--- src/rtl/dmx_pkg.sv ---
package dmx_pkg;
  localparam int REG_W      = 32;
  localparam int REG_AW     = 7;
  localparam int WORD_BYTES = REG_W / 8;
  localparam int OP_W       = 8;
  localparam int CMD_IRQ    = 12;

  localparam logic [OP_W-1:0] OP_COPY = 8'h00;
  localparam logic [OP_W-1:0] OP_FILL = 8'h0C;

  localparam logic [REG_AW-1:0] OFF_SRC  = 7'h00;
  localparam logic [REG_AW-1:0] OFF_DST  = 7'h04;
  localparam logic [REG_AW-1:0] OFF_LEN  = 7'h08;
  localparam logic [REG_AW-1:0] OFF_CMD  = 7'h0C;
  localparam logic [REG_AW-1:0] OFF_CTL  = 7'h1C;
  localparam logic [REG_AW-1:0] OFF_STAT = 7'h24;
  localparam logic [REG_AW-1:0] OFF_INT  = 7'h28;
  localparam logic [REG_AW-1:0] OFF_FILL = 7'h34;
  localparam logic [REG_AW-1:0] OFF_ESRC = 7'h40;
  localparam logic [REG_AW-1:0] OFF_EDST = 7'h44;
  localparam logic [REG_AW-1:0] OFF_ELEN = 7'h48;

  localparam int ST_BUSY_B  = 0;
  localparam int ST_ABORT_B = 1;
  localparam int ST_RDERR_B = 16;
  localparam int ST_WRERR_B = 17;
  localparam int ST_ILL_B   = 18;
  localparam int ST_ZERO_B  = 20;

  typedef enum logic [1:0] {ST_IDLE, ST_RD, ST_WR} eng_state_t;
  typedef enum logic [2:0] {C_NONE, C_RD, C_WR, C_ILL, C_ZERO} err_cause_t;

  function automatic logic op_legal(input logic [REG_W-1:0] cmd);
    return (cmd[OP_W-1:0] == OP_COPY) || (cmd[OP_W-1:0] == OP_FILL);
  endfunction

  function automatic logic op_is_fill(input logic [REG_W-1:0] cmd);
    return cmd[OP_W-1:0] == OP_FILL;
  endfunction

  function automatic logic len_aligned(input logic [REG_W-1:0] len);
    return (len % WORD_BYTES) == 0;
  endfunction

  function automatic logic [REG_W-1:0] addr_step(input logic [REG_W-1:0] a);
    return a + REG_W'(WORD_BYTES);
  endfunction

  function automatic logic [REG_W-1:0] cause_bits(input err_cause_t c);
    logic [REG_W-1:0] m;
    m = '0;
    if (c != C_NONE) m[ST_ABORT_B] = 1'b1;
    case (c)
      C_RD:    m[ST_RDERR_B] = 1'b1;
      C_WR:    m[ST_WRERR_B] = 1'b1;
      C_ILL:   m[ST_ILL_B]   = 1'b1;
      C_ZERO:  m[ST_ZERO_B]  = 1'b1;
      default: ;
    endcase
    return m;
  endfunction
endpackage

--- src/rtl/dmx_engine.sv ---
module dmx_engine
  import dmx_pkg::*;
#(
  parameter int ADDR_W = 32,
  parameter int LEN_W  = 32
) (
  input  logic              clk,
  input  logic              rst_n,
  input  logic              start,
  input  logic              cancel,
  input  logic [ADDR_W-1:0] cfg_src,
  input  logic [ADDR_W-1:0] cfg_dst,
  input  logic [LEN_W-1:0]  cfg_len,
  input  logic [REG_W-1:0]  cfg_cmd,
  input  logic [REG_W-1:0]  cfg_fill,
  input  logic              mem_gnt,
  input  logic [REG_W-1:0]  mem_rdata,
  input  logic              mem_err,
  output logic              mem_req,
  output logic              mem_we,
  output logic [ADDR_W-1:0] mem_addr,
  output logic [REG_W-1:0]  mem_wdata,
  output logic              busy,
  output logic              ev_done_irq,
  output logic              ev_err,
  output err_cause_t        ev_cause,
  output logic              ev_cancel,
  output logic [ADDR_W-1:0] cap_src,
  output logic [ADDR_W-1:0] cap_dst,
  output logic [LEN_W-1:0]  cap_len
);
  localparam logic [LEN_W-1:0] STEP = LEN_W'(WORD_BYTES);

  eng_state_t        state_q;
  logic [ADDR_W-1:0] src_cur, dst_cur, job_src, job_dst;
  logic [LEN_W-1:0]  left_q, job_len;
  logic [REG_W-1:0]  data_q, job_fill;
  logic              job_fill_mode, job_irq;

  logic start_acc, cfg_zero, cfg_ill, cfg_bad, beat, last_beat;

  assign busy      = (state_q != ST_IDLE);
  assign start_acc = start && !busy;
  assign cfg_zero  = (cfg_len == '0);
  assign cfg_ill   = !op_legal(cfg_cmd) || !len_aligned(REG_W'(cfg_len));
  assign cfg_bad   = cfg_zero || cfg_ill;
  assign ev_cancel = cancel && busy;
  assign beat      = mem_req && mem_gnt && !ev_cancel;
  assign last_beat = (state_q == ST_WR) && beat && !mem_err && (left_q == STEP);

  assign mem_req   = busy;
  assign mem_we    = (state_q == ST_WR);
  assign mem_addr  = (state_q == ST_WR) ? dst_cur : src_cur;
  assign mem_wdata = job_fill_mode ? job_fill : data_q;

  assign ev_done_irq = last_beat && job_irq;
  assign cap_src = busy ? job_src : cfg_src;
  assign cap_dst = busy ? job_dst : cfg_dst;
  assign cap_len = busy ? job_len : cfg_len;

  always_comb begin
    ev_err   = 1'b0;
    ev_cause = C_NONE;
    if (start_acc && cfg_zero) begin
      ev_err = 1'b1; ev_cause = C_ZERO;
    end else if (start_acc && cfg_ill) begin
      ev_err = 1'b1; ev_cause = C_ILL;
    end else if (beat && mem_err) begin
      ev_err = 1'b1; ev_cause = (state_q == ST_RD) ? C_RD : C_WR;
    end
  end

  always_ff @(posedge clk) begin
    if (!rst_n) begin
      state_q <= ST_IDLE;
      src_cur <= '0; dst_cur <= '0; left_q <= '0;
      job_src <= '0; job_dst <= '0; job_len <= '0;
      job_fill <= '0; data_q <= '0;
      job_fill_mode <= 1'b0; job_irq <= 1'b0;
    end else if (!busy) begin
      if (start_acc && !cfg_bad) begin
        src_cur <= cfg_src; dst_cur <= cfg_dst; left_q <= cfg_len;
        job_src <= cfg_src; job_dst <= cfg_dst; job_len <= cfg_len;
        job_fill <= cfg_fill;
        job_fill_mode <= op_is_fill(cfg_cmd);
        job_irq <= cfg_cmd[CMD_IRQ];
        state_q <= op_is_fill(cfg_cmd) ? ST_WR : ST_RD;
      end
    end else if (ev_cancel) begin
      state_q <= ST_IDLE;
    end else if (beat) begin
      if (mem_err) begin
        state_q <= ST_IDLE;
      end else if (state_q == ST_RD) begin
        data_q  <= mem_rdata;
        src_cur <= ADDR_W'(addr_step(REG_W'(src_cur)));
        state_q <= ST_WR;
      end else begin
        dst_cur <= ADDR_W'(addr_step(REG_W'(dst_cur)));
        left_q  <= left_q - STEP;
        if (last_beat)          state_q <= ST_IDLE;
        else if (job_fill_mode) state_q <= ST_WR;
        else                    state_q <= ST_RD;
      end
    end
  end


  req_hold_chk: assert property (@(posedge clk) disable iff (!rst_n)
    (mem_req && !mem_gnt && !cancel) |=> (mem_req && $stable(mem_addr) && $stable(mem_we)));


  fill_no_read_chk: assert property (@(posedge clk) disable iff (!rst_n)
    (mem_req && job_fill_mode) |-> mem_we);


  bad_cfg_idle_chk: assert property (@(posedge clk) disable iff (!rst_n)
    (start_acc && cfg_bad) |=> !mem_req);


  zero_len_cause_chk: assert property (@(posedge clk) disable iff (!rst_n)
    (start_acc && cfg_zero) |-> (ev_err && ev_cause == C_ZERO));
endmodule

--- src/rtl/dmx_regs.sv ---
module dmx_regs
  import dmx_pkg::*;
#(
  parameter int ADDR_W = 32,
  parameter int LEN_W  = 32
) (
  input  logic              clk,
  input  logic              rst_n,
  input  logic              reg_we,
  input  logic [REG_AW-1:0] reg_addr,
  input  logic [REG_W-1:0]  reg_wdata,
  output logic [REG_W-1:0]  reg_rdata,
  output logic [ADDR_W-1:0] cfg_src,
  output logic [ADDR_W-1:0] cfg_dst,
  output logic [LEN_W-1:0]  cfg_len,
  output logic [REG_W-1:0]  cfg_cmd,
  output logic [REG_W-1:0]  cfg_fill,
  output logic              start,
  output logic              cancel,
  input  logic              busy,
  input  logic              ev_done_irq,
  input  logic              ev_err,
  input  err_cause_t        ev_cause,
  input  logic              ev_cancel,
  input  logic [ADDR_W-1:0] cap_src,
  input  logic [ADDR_W-1:0] cap_dst,
  input  logic [LEN_W-1:0]  cap_len,
  output logic              irq
);
  logic [REG_W-1:0]  stat_q, stat_n;
  logic [1:0]        intr_q, intr_n;
  logic [ADDR_W-1:0] esrc_q, edst_q;
  logic [LEN_W-1:0]  elen_q;
  logic              ctl_wr, int_wr;

  assign ctl_wr = reg_we && (reg_addr == OFF_CTL);
  assign int_wr = reg_we && (reg_addr == OFF_INT);
  assign start  = ctl_wr && reg_wdata[0];
  assign cancel = ctl_wr && !reg_wdata[0];
  assign irq    = |intr_q;

  always_comb begin
    stat_n = stat_q;
    if (start && !busy) stat_n = '0;
    if (ev_err)         stat_n = stat_n | cause_bits(ev_cause);
    if (ev_cancel)      stat_n[ST_ABORT_B] = 1'b1;
    intr_n = intr_q;
    if (int_wr)      intr_n = intr_n & ~reg_wdata[1:0];
    if (ev_done_irq) intr_n[0] = 1'b1;
    if (ev_err)      intr_n[1] = 1'b1;
  end

  always_ff @(posedge clk) begin
    if (!rst_n) begin
      cfg_src <= '0; cfg_dst <= '0; cfg_len <= '0;
      cfg_cmd <= '0; cfg_fill <= '0;
      stat_q <= '0; intr_q <= '0;
      esrc_q <= '0; edst_q <= '0; elen_q <= '0;
    end else begin
      if (reg_we) begin
        case (reg_addr)
          OFF_SRC:  cfg_src  <= reg_wdata[ADDR_W-1:0];
          OFF_DST:  cfg_dst  <= reg_wdata[ADDR_W-1:0];
          OFF_LEN:  cfg_len  <= reg_wdata[LEN_W-1:0];
          OFF_CMD:  cfg_cmd  <= reg_wdata;
          OFF_FILL: cfg_fill <= reg_wdata;
          default:  ;
        endcase
      end
      stat_q <= stat_n;
      intr_q <= intr_n;
      if (ev_err) begin
        esrc_q <= cap_src; edst_q <= cap_dst; elen_q <= cap_len;
      end
    end
  end

  always_comb begin
    case (reg_addr)
      OFF_SRC:  reg_rdata = REG_W'(cfg_src);
      OFF_DST:  reg_rdata = REG_W'(cfg_dst);
      OFF_LEN:  reg_rdata = REG_W'(cfg_len);
      OFF_CMD:  reg_rdata = cfg_cmd;
      OFF_STAT: reg_rdata = stat_q | REG_W'(busy);
      OFF_INT:  reg_rdata = REG_W'(intr_q);
      OFF_FILL: reg_rdata = cfg_fill;
      OFF_ESRC: reg_rdata = REG_W'(esrc_q);
      OFF_EDST: reg_rdata = REG_W'(edst_q);
      OFF_ELEN: reg_rdata = REG_W'(elen_q);
      default:  reg_rdata = '0;
    endcase
  end


  err_sets_abort_chk: assert property (@(posedge clk) disable iff (!rst_n)
    $rose(intr_q[1]) |-> stat_q[ST_ABORT_B]);


  cancel_abort_chk: assert property (@(posedge clk) disable iff (!rst_n)
    ev_cancel |=> stat_q[ST_ABORT_B]);


  w1c_clear_chk: assert property (@(posedge clk) disable iff (!rst_n)
    (int_wr && reg_wdata[0] && !ev_done_irq) |=> !intr_q[0]);
endmodule

--- src/rtl/dmx_channel.sv ---
module dmx_channel
  import dmx_pkg::*;
#(
  parameter int ADDR_W = 32,
  parameter int LEN_W  = 32
) (
  input  logic              clk,
  input  logic              rst_n,
  input  logic              reg_we,
  input  logic [6:0]        reg_addr,
  input  logic [31:0]       reg_wdata,
  output logic [31:0]       reg_rdata,
  output logic              mem_req,
  output logic              mem_we,
  output logic [ADDR_W-1:0] mem_addr,
  output logic [31:0]       mem_wdata,
  input  logic              mem_gnt,
  input  logic [31:0]       mem_rdata,
  input  logic              mem_err,
  output logic              irq
);
  logic [ADDR_W-1:0] cfg_src, cfg_dst, cap_src, cap_dst;
  logic [LEN_W-1:0]  cfg_len, cap_len;
  logic [REG_W-1:0]  cfg_cmd, cfg_fill;
  logic              start, cancel, busy, ev_done_irq, ev_err, ev_cancel;
  err_cause_t        ev_cause;

  dmx_regs #(.ADDR_W(ADDR_W), .LEN_W(LEN_W)) u_regs (
    .clk(clk), .rst_n(rst_n), .reg_we(reg_we), .reg_addr(reg_addr),
    .reg_wdata(reg_wdata), .reg_rdata(reg_rdata),
    .cfg_src(cfg_src), .cfg_dst(cfg_dst), .cfg_len(cfg_len),
    .cfg_cmd(cfg_cmd), .cfg_fill(cfg_fill), .start(start), .cancel(cancel),
    .busy(busy), .ev_done_irq(ev_done_irq), .ev_err(ev_err),
    .ev_cause(ev_cause), .ev_cancel(ev_cancel),
    .cap_src(cap_src), .cap_dst(cap_dst), .cap_len(cap_len), .irq(irq)
  );

  dmx_engine #(.ADDR_W(ADDR_W), .LEN_W(LEN_W)) u_engine (
    .clk(clk), .rst_n(rst_n), .start(start), .cancel(cancel),
    .cfg_src(cfg_src), .cfg_dst(cfg_dst), .cfg_len(cfg_len),
    .cfg_cmd(cfg_cmd), .cfg_fill(cfg_fill),
    .mem_gnt(mem_gnt), .mem_rdata(mem_rdata), .mem_err(mem_err),
    .mem_req(mem_req), .mem_we(mem_we), .mem_addr(mem_addr),
    .mem_wdata(mem_wdata), .busy(busy), .ev_done_irq(ev_done_irq),
    .ev_err(ev_err), .ev_cause(ev_cause), .ev_cancel(ev_cancel),
    .cap_src(cap_src), .cap_dst(cap_dst), .cap_len(cap_len)
  );


  idle_after_reset_chk: assert property (@(posedge clk)
    $rose(rst_n) |-> (!mem_req && !irq));
endmodule

--- config.mk ---
export PLATFORM = sky130hd
export DESIGN_NAME = dmx_channel
export DESIGN_NICKNAME = d
export VERILOG_FILES = /design/src/rtl/dmx_pkg.sv /design/src/rtl/dmx_engine.sv /design/src/rtl/dmx_regs.sv /design/src/rtl/dmx_channel.sv
export SDC_FILE = /design/constraint.sdc
export NUM_CORES = 1
export LEC_CHECK = 0
export ABC_AREA = 0
export BUFFER_PORTS_ARGS = -buffer_cell sky130_fd_sc_hd__clkbuf_2
export CAP_MARGIN = 20
export CELL_PAD_IN_SITES_DETAIL_PLACEMENT = 0
export CELL_PAD_IN_SITES_GLOBAL_PLACEMENT = 1
export CORE_AREA = 2 2 261 199
export CTS_BUF_LIST = sky130_fd_sc_hd__clkbuf_16
export DETAILED_ROUTE_END_ITERATION = 7
export DIE_AREA = 0 0 263 201
export PLACE_DENSITY = 0.84
export SYNTH_ARGS = -nofsm -noshare
export SYNTH_HDL_FRONTEND = slang
export SYNTH_SLANG_ARGS = --single-unit
--- constraint.sdc ---
create_clock -name clk -period 3.5 [get_ports clk]
set_input_delay 0.525 -clock clk [delete_from_list [all_inputs] [get_ports clk]]
set_output_delay 0.525 -clock clk [all_outputs]
set_load 0.01 [all_outputs]
* Word-level counts from Yosys, hierarchy flattened
Index checks and enable logic that the tools add are counted.
** Word-level totals
- Bits in registers :: 550
- Latch bits :: 0
- RAM bits :: 0
- Bits in read-only memories :: 0
- Input bits :: 76
- Output and inout port bits :: 99
- Logic and storage cells :: 158
- Memories :: 0
** Operators by class
- Add/sub/neg operators :: 3
- Multipliers :: 0
- Divide/modulo/power cells :: 0
- Order comparisons :: 0
- Equal/unequal tests :: 24
- Shifts and indexed selects :: 0
- Muxes and demuxes :: 56
- Bitwise operators :: 7
- Reductions and logical operators :: 46
** Operator list (number)
- 2-to-1 mux 32 bit :: 25
- one-hot mux 32 bit (10 select lines) :: 1
- adder 32 x 3 -> 32 bit (second input constant) :: 2
- logical NOT 32 bit :: 2
- equality test 32 x 3 -> 1 bit (second input constant) :: 1
- bitwise OR 32 x 1 -> 32 bit :: 1
- bitwise OR 32 x 21 -> 32 bit :: 1
- subtractor 32 x 3 -> 32 bit (second input constant) :: 1
- 2-to-1 mux 2 bit :: 11
- equality test 7 x 6 -> 1 bit (second input constant) :: 3
- equality test 7 bit (second input constant) :: 3
- logical AND 1 bit :: 16
- 2-to-1 mux 1 bit :: 16
- AND reduction 5 bit :: 3
- equality test 7 x 4 -> 1 bit (second input constant) :: 2
- AND reduction 2 bit :: 7
- != test 2 bit (second input constant) :: 5
- 2-to-1 mux 3 bit :: 3
- equality test 8 x 4 -> 1 bit (second input constant) :: 1
- logical NOT 8 bit :: 1
- nonzero test 2 bit :: 4
- equality test 7 x 3 -> 1 bit (second input constant) :: 1
- equality test 7 x 5 -> 1 bit (second input constant) :: 1
- logical NOT 1 bit :: 7
- other kinds (13) :: 18

* Logic depth before layout (Yosys ltp)
Gate-level depths: netlist of run 1.
- Word-level depth :: 16
- Depth in mapped cells :: 10
- Depth with buffers taken out :: 7

* Hierarchy
Synthesis of run 1 repeated with hierarchy kept, for this count alone.
** Second synthesis, totals
- Cell total of the unflattened synthesis :: 3328
- Area total of the unflattened synthesis :: 26101.3 sq um
** Modules (own cells, without submodules)
- dmx_engine :: instances 1, cells an instance 1972, area each 13985.9 sq um, seq. area each 5205.0 sq um
- dmx_regs :: instances 1, cells an instance 1356, area each 12115.4 sq um, seq. area each 5265.0 sq um

* Worst setup path before layout of run 1
Ideal clock, no wire load.
- Kind :: input to output
- Start point :: input port reg_addr[1]
- End point :: output port reg_rdata[29]
- Arrival :: 2.123 ns
- Path slack :: 0.852 ns
- Stages :: 8
- Cell sequence :: nor3b_1 buf_2 nor2b_1 and3_1 clkbuf_1 clkbuf_1 a22oi_1 nand3_1
** Between the ends
- Longest elaborated chain between the ends :: 2
** RTL lines
- from (decl) :: RTL line dmx_channel.sv:10 : input logic [6:0] reg_addr,
- equality test 7 bit, or another cell as far along :: RTL line dmx_regs.sv:79 : case (reg_addr)
- one-hot mux 32 bit (10 select lines) (*) :: RTL line dmx_regs.sv:79
- to (decl) :: RTL line dmx_channel.sv:12 : output logic [31:0] reg_rdata,
Mark *: on every way between the ends. The rest lies on a longest branch, timed or not.

* Final worst setup path of run 1
- Start point :: register u_engine.state_q[1]
- End point :: output port mem_addr[24]
** Between the ends
- Longest elaborated chain between the ends :: 2
** RTL lines
- from (decl) :: RTL line dmx_engine.sv:34 : eng_state_t state_q;
- from (signal assigned) :: RTL line dmx_engine.sv:87 : state_q <= op_is_fill(cfg_cmd) ? ST_WR : ST_RD;
- equality test 2 bit :: RTL line dmx_engine.sv:53 : assign mem_addr = (state_q == ST_WR) ? dst_cur : src_cur;
- 2-to-1 mux 32 bit :: RTL line dmx_engine.sv:53
- to (decl) :: RTL line dmx_channel.sv:15 : output logic [ADDR_W-1:0] mem_addr,
No other way between the ends.

==> reports/qor.yml, run 1 <==
synth_xor_area_share_pct: 0.183
critical_path_class: "flip-flop to output port"
slowest_stage: "dfxtp_1"
min_period_ps: 3100
status: "finished, final reports clean"
worstPathRequired_ps: 2970
cts_buffers: 53
net-switching-power_w: 0.00283
wl_per_cell_um: 24.2
drive_gt1_share_pct: 12.5
rsz0062_at_grt: "false"
yosys_warnings: 0
rr_startpoint: "u_regs.cfg_len[5]"
synthSimpleGateAreaFrac_pct: 25.6
synth_area_leaders: "dfxtp_1 44%, nand2_1 16%, a21oi_1 9.4%"
clk_latency_ps: 630
power.internal_w: 0.00929
wl_um: 96700
fin_util_pct: 54.0
synth_nets: 3290
grt_pass1_vias: 22449
num_vias: 24726
slew_viol_final: 0
hold_viol_final: 0
core-area_um2: 50600
synth_seq_cells: 523
fillCellCount: 4820
synth_edf_count: 0
setup_tns_ps: 0
crit_path_max_fanout: 32
ios: 175
ir_drop_mv: 0.366
async_reset_ff_share_pct: 0
p_sw_share_pct: 23.4
power.density_nw_per_um2: 444
p_comb_share_pct: 2.9
ctsHoldBuffers: 0
ant_nets: 0
synth_area_per_cell_um2: 7.44
relSlewSlack_pct: 26.7
netlist_area_um2: 23900
post_cts_buffers: 0
worst_setup_path_end_kind: "output port"
synth_cells: 3210
pwr-share-clk_pct: 47.9
synth_mux_area_share_pct: 2.40
layout.nets: 3359
dieArea_um2: 52900
ff_latch_area_um2: 10500
cts.sinks: 523
worstPathArrival_ps: 2580
drc: 0
p_seq_share_pct: 49.2
setup_violations: 0
htree_levels: 2
min_from: "mem_rdata[19]"
multi_input_area_um2: 12400
grt_pass1_wl_um: 143000
num_rows: 72
route.detailed.vias_per_inst: 6.20
fp.dieH_um: 201
seq_area_frac_synth_pct: 43.8
dp_hpwl_um: 69200
crit_path_start_kind: "flip-flop"
grt-ovfl-total: 0
yosys.area.top_type_share_pct: 43.8
finalWeightedCongestion: 1.00
ys.flop_type: "dfxtp_1"
synth_area_leader_cell: "dfxtp_1"
clock-root-buffer: "clkbuf_16"
start_util_pct: 47.2
firstDrtPassIters: 6
ys_types: 70
fin_skew_ps: 31.5
fin_crit_sh_pct: 88.7
timing.critical_path.slowest_cell_delay_ps: 860
area_growth_pct: 14.3
path_cells: "nand2b_1 > inv_2 > buf_4 > nand2_1 > o21ai_0 > clkbuf_2"
die_x_um: 263
synth_top_family_by_area: "simple AND/OR/NAND/NOR gates"
gr-usage-all-layers_pct: 35.3
clkTransAtPathRegs_ps: 70
diodes: 0
max_freq_ghz: 0.322
cts_max_path_buffers: 3
portBuffers: 174
max-cap-violations: 0
grt_start_max_net_pins: 142
cp-startpoint: "u_engine.state_q[1]"
holdCritPathClass: "input port to flip-flop"
synth_compound_area_share_pct: 23.1
antenna_found_initial: 2
p_leak_nw: 9.23
worstMarginPinSlew_ps: 1100
drt_iter0_drc: 3319
cts_resized: 0
place_ws_ps: 395
synth_fa_ha_area_share_pct: 0.210
cts_tree: "done"
layout_setup_ws_ps: 395
critical path: cells and delay by family (launching register included):
kind,cells,cell delay (ps)
DFF,1,860
and+or+nand+nor,2,290
buffers and inverters,3,640
AOI/OAI and AO/OA,1,150
flip-flops by register name (all words and copies together), names as in the netlist, named ones only:
register / cells
u_engine.job_src: 32
u_engine.src_cur: 32
u_engine.state_q: 2
u_regs.cfg_cmd: 32
u_regs.intr_q: 2
u_engine.dst_cur: 32
u_engine.job_len: 32
u_regs.elen_q: 32
u_engine.job_fill_mode: 1
u_regs.stat_q: 4
u_regs.esrc_q: 32
u_regs.edst_q: 32
u_engine.data_q: 32
u_regs.cfg_src: 32
u_engine.job_fill: 32
u_engine.job_dst: 32
u_regs.cfg_dst: 32
u_engine.job_irq: 1
u_engine.left_q: 32
u_regs.cfg_fill: 32
u_regs.cfg_len: 32
cells by family after synthesis:
| logic type | after synthesis |
|---|---|
| and+or+nand+nor | 1461 |
| AOI/OAI and AO/OA | 885 |
| DFF | 523 |
| buffers and inverters | 279 |
| muxes | 53 |
| xor gates and xnor gates | 5 |
| adders and majority gates | 4 |
synth_stat cells, drive strengths merged, types with 17 or more instances:
library cell / n
dfxtp: 523
a22oi: 64
nand2: 1015
clkbuf: 212
buf: 56
mux2: 34
a311oi: 92
nor3: 35
mux2i: 19
nor4: 22
a21oi: 449
o31ai: 29
o21ai: 105
nor2: 177
and2: 18
nand3: 91
nand4: 18
a21o: 17
layer usage:
metal / track usage (%) / wire length, µm / vias to the layer above
li1: - / - / 11362
met1: 48.8 / 40900 / 11896
met2: 54.2 / 42500 / 1262
met3: 7.25 / 9390 / 204
met4: 13.3 / 3830 / 2
met5: 0 / 7 / -
path summary, 6_finish.rpt:
| check | to | slack [ps] | cells past startpoint |
|---|---|---|---|
| min reg2reg | u_engine.job_dst[16] | 450 | 2 |
| max | mem_addr[24] | 400 | 6 |
| min | u_engine.data_q[19] | 110 | 3 |
| max reg2reg | u_regs.elen_q[23] | 410 | 7 |
final cells by class:
cell class,count,share of cell area [%]
multi-input combinational,2408,45.2
inverter,11,0.188
timing repair buffer,282,6.89
sequential,523,38.3
clock buffer,54,4.95
clock inverter,46,1.38
tap,666,3.05
power groups by stage:
stage	registers, W	clock network (W)	logic (W)
finish	0.00597	0.00580	0.000352
global placement	0.00610	0	0.000336
floorplan	0.00610	0	0.000161
detailed placement	0.00610	0	0.000340
CTS	0.00597	0.00584	0.000341
global route	0.00596	0.00609	0.000364
through the flow:
stage | instances | cell area (µm²) | power (W) | hold WS [ps]
finish | 3990 | 27300 | 0.0121 | 106
global route | 3990 | 27300 | 0.0124 | 121
CTS | 3989 | 27300 | 0.0122 | 98.7
detailed placement | 3889 | 25600 | 0.00644 | 443
global placement | 3889 | 25600 | 0.00644 | 437
floorplan | 3210 | 23900 | 0.00626 | 428
placed cells by master, fill, tap and decap left out, types with 54 or more instances in the layout:
cell type	instances
nand2_1	1015
dfxtp_1	523
a21oi_1	449
clkbuf_2	174
nor2_1	173
a311oi_1	92
nand3_1	91
buf_4	91
o21ai_1	65
a22oi_1	64
clkbuf_16	54
Power figures use the tool's default switching activity.
==> run 2, diff against run 1 <==
==> constraint.sdc (replaced) <==
create_clock -name clk -period 3.5 [get_ports clk]
set_input_delay 0.525 -clock clk [delete_from_list [all_inputs] [get_ports clk]]
set_output_delay 0.525 -clock clk [all_outputs]
set_load 0.1 [all_outputs]
==> run 2 against run 1 <==
  * The run now ends with design-rule violations left
  * Sequential power is essentially flat
  * Die area is the same
  * Largest power group is now the clock network
  * Wire length grew 1.8%
  * Hold slack gained 15 ps
  * Utilization grew 2.0 points
  * First-iteration DRC count grew 7.7%
  * Count of clock-buffer cells in the layout is the same
  * Clock power grew 4.5%
  * Critical path type unchanged
  * Critical path depth is the same
  * Final area grew 3.7%
  * Via count grew 0.52%
  * Register-to-register slack gained 40 ps
  * Critical endpoint is now mem_addr[0]
==> reports/qor.yml, run 2 (synthesis results as in run 1) <==
slowest_stage: "dfxtp_1"
holdPathStages: 3  # unchanged
worstPathArrival_ps: 2750  # +170 ps
worstMarginPinSlew_ps: 966  # -134 ps
finalWeightedCongestion: 0.979  # -2.3%
antenna_found_initial: 4  # +2
cts_tree: "done"
power.internal_w: 0.00951  # +2.4%
hold_viol_final: 0  # unchanged
worstPathRequired_ps: 2970  # about the same
relSlewSlack_pct: 34.7  # +8.0 points
drc: 14  # +14
start_util_pct: 47.2  # unchanged
min_from: "mem_rdata[15]"
critical_path_class: "flip-flop to output port"
drive_gt1_share_pct: 12.6  # +0.11 points
cts.sinks: 523  # unchanged
p_comb_share_pct: 2.9  # about the same
fin_skew_ps: 12.6  # -18.8 ps
clock-root-buffer: "clkbuf_16"
fp.dieH_um: 201  # unchanged
dieArea_um2: 52900  # unchanged
setup_tns_ps: 0  # unchanged
layout_setup_ws_ps: 225  # -171 ps
net-switching-power_w: 0.00287  # +1.3%
final_area_um2: 28300  # +3.7%
p_seq_share_pct: 48.2  # -1.0 points
rr_startpoint: "u_regs.cfg_len[28]"
status: "finished, violations left"
power.density_nw_per_um2: 437  # -1.5%
ctsHoldBuffers: 0  # unchanged
ir_drop_mv: 0.356  # -2.8%
clkTransAtPathRegs_ps: 60  # about the same
firstDrtPassIters: 8  # +2
crit_top_cell: "nand2_1"
p_sw_share_pct: 23.2  # -0.20 points
cts_resized: 0  # unchanged
post_cts_buffers: 0  # unchanged
grt_start_max_net_pins: 104  # -27%
fillCellCount: 4729  # -1.9%
dp_hpwl_um: 70100  # +1.3%
num_rows: 72  # unchanged
final_common_cell: "nand2_1"
slew_viol_final: 0  # unchanged
timing.critical_path.slowest_cell_delay_ps: 580  # -280 ps
cp-startpoint: "u_engine.state_q[1]"
cts_buffers: 54  # +1.9%
failed_checks: "design-rule violations"
num_vias: 24854  # +0.52%
portBuffers: 174  # unchanged
wl_per_cell_um: 24.7  # +1.8%
gr-usage-all-layers_pct: 35.9  # +0.66 points
r2r_cells: 8  # +1
route.detailed.vias_per_inst: 6.23  # +0.47%
grt-ovfl-total: 0  # unchanged
mostFrequentLayoutCells: "1,015 x nand2_1, 523 x dfxtp_1, 449 x a21oi_1"
setup_violations: 0  # unchanged
crit_path_max_fanout: 21  # -34%
r2r_slack_ps: 450  # +40 ps
place_area_um2: 26500  # +3.7%
htree_levels: 2  # unchanged
fin_crit_sh_pct: 93.6  # +4.9 points
grt_pass1_wl_um: 146000  # +1.8%
drt_iter0_drc: 3573  # +7.7%
crit_path_start_kind: "flip-flop"
pwr-share-clk_pct: 48.9  # +1.0 points
ios: 175  # unchanged
die_x_um: 263  # unchanged
core-area_um2: 50600  # unchanged
wl_um: 98400  # +1.8%
holdCritPathClass: "input port to flip-flop"
place_ws_ps: 399  # +4.05 ps
grt_pass1_vias: 22775  # +1.5%
worst_setup_path_end_kind: "output port"
min_period_ps: 3280  # +171 ps
min_to: "u_engine.data_q[15]"
diodes: 0  # unchanged
p_leak_nw: 9.46  # +2.5%
layout.nets: 3362  # +0.089%
fin_util_pct: 55.9  # +2.0 points
path_cells: "nand2b_1 > inv_2 > buf_4 > nand2_1 > nand2_1 > buf_12"
max_freq_ghz: 0.305  # -5.2%
r2r_end: "u_engine.src_cur[19]"
cts_max_path_buffers: 3  # unchanged
max-cap-violations: 0  # unchanged
clk_latency_ps: 630  # about the same
ant_nets: 0  # unchanged
area_growth_pct: 18.6
rsz0062_at_grt: "false"
[run 2: cell types whose count changed in the layout (fill, tap and decap cells not counted), moves of 2 or more]
| cell | change |
|---|---|
| clkbuf_2 | -63 |
| clkinv_2 | -2 |
| o21ai_0 | -3 |
| buf_12 | +61 |
| buf_4 | +5 |
| o21ai_1 | +3 |
| inv_6 | +2 |
| bufinv_16 | +3 |
| clkinv_1 | +2 |
| inv_1 | -5 |
[run 2: power by group through the flow]
| stage | sequential [W] | combinational (W) | clock [W] |
|---|---|---|---|
| 6_report | 0.00597 | 0.000354 | 0.00606 |
| 3_3_place_gp | 0.00610 | 0.000337 | 0 |
| 2_1_floorplan | 0.00610 | 0.000166 | 0 |
| 5_1_grt | 0.00596 | 0.000366 | 0.00633 |
| 4_1_cts | 0.00597 | 0.000341 | 0.00611 |
| 3_5_place_dp | 0.00610 | 0.000340 | 0 |
[run 2: worst max path at each step]
| stage | end | depth (start not counted) |
|---|---|---|
| after floorplan | mem_addr[24] | 6 |
| after global placement | reg_rdata[12] | 9 |
| after detailed placement | u_engine.dst_cur[4] | 9 |
| final | mem_addr[0] | 6 |
| after CTS | mem_addr[19] | 6 |
| after global routing | mem_addr[0] | 6 |
[run 2: area by class of cell]
cell class              instances  area, µm²  share of cell area, %
clock buffers                  54       1350                   4.77
multi-input cells            2408      12300                   43.6
clock inverters                46        454                   1.60
inverters                      11       51.3                  0.181
well taps                     666        833                   2.94
repair buffers                284       2820                   9.95
flip-flops and latches        523      10500                   37.0
[run 2: layer usage]
metal / wire [µm] / up-vias / GRT usage, %
met2: 43000 / 1306 / 54.6
met3: 9470 / 226 / 6.15
met5: 0 / - / 0
met1: 41800 / 11940 / 50.5
li1: - / 11382 / -
met4: 4140 / 0 / 14.6
[run 2: critical path: cells and delay by family (launching register included)]
family | cells | cell delay, ps
AND/OR/NAND/NOR | 3 | 660
buffers and inverters | 3 | 870
flip-flops | 1 | 580
[run 2: metrics by stage]
step | power (W) | cells | hold slack [ps]
floorplan | 0.00626 | 3210 | 428
global placement | 0.00644 | 3892 | 438
detailed placement | 0.00644 | 3892 | 443
CTS | 0.0124 | 3992 | 101
global route | 0.0127 | 3992 | 126
finish | 0.0124 | 3992 | 121
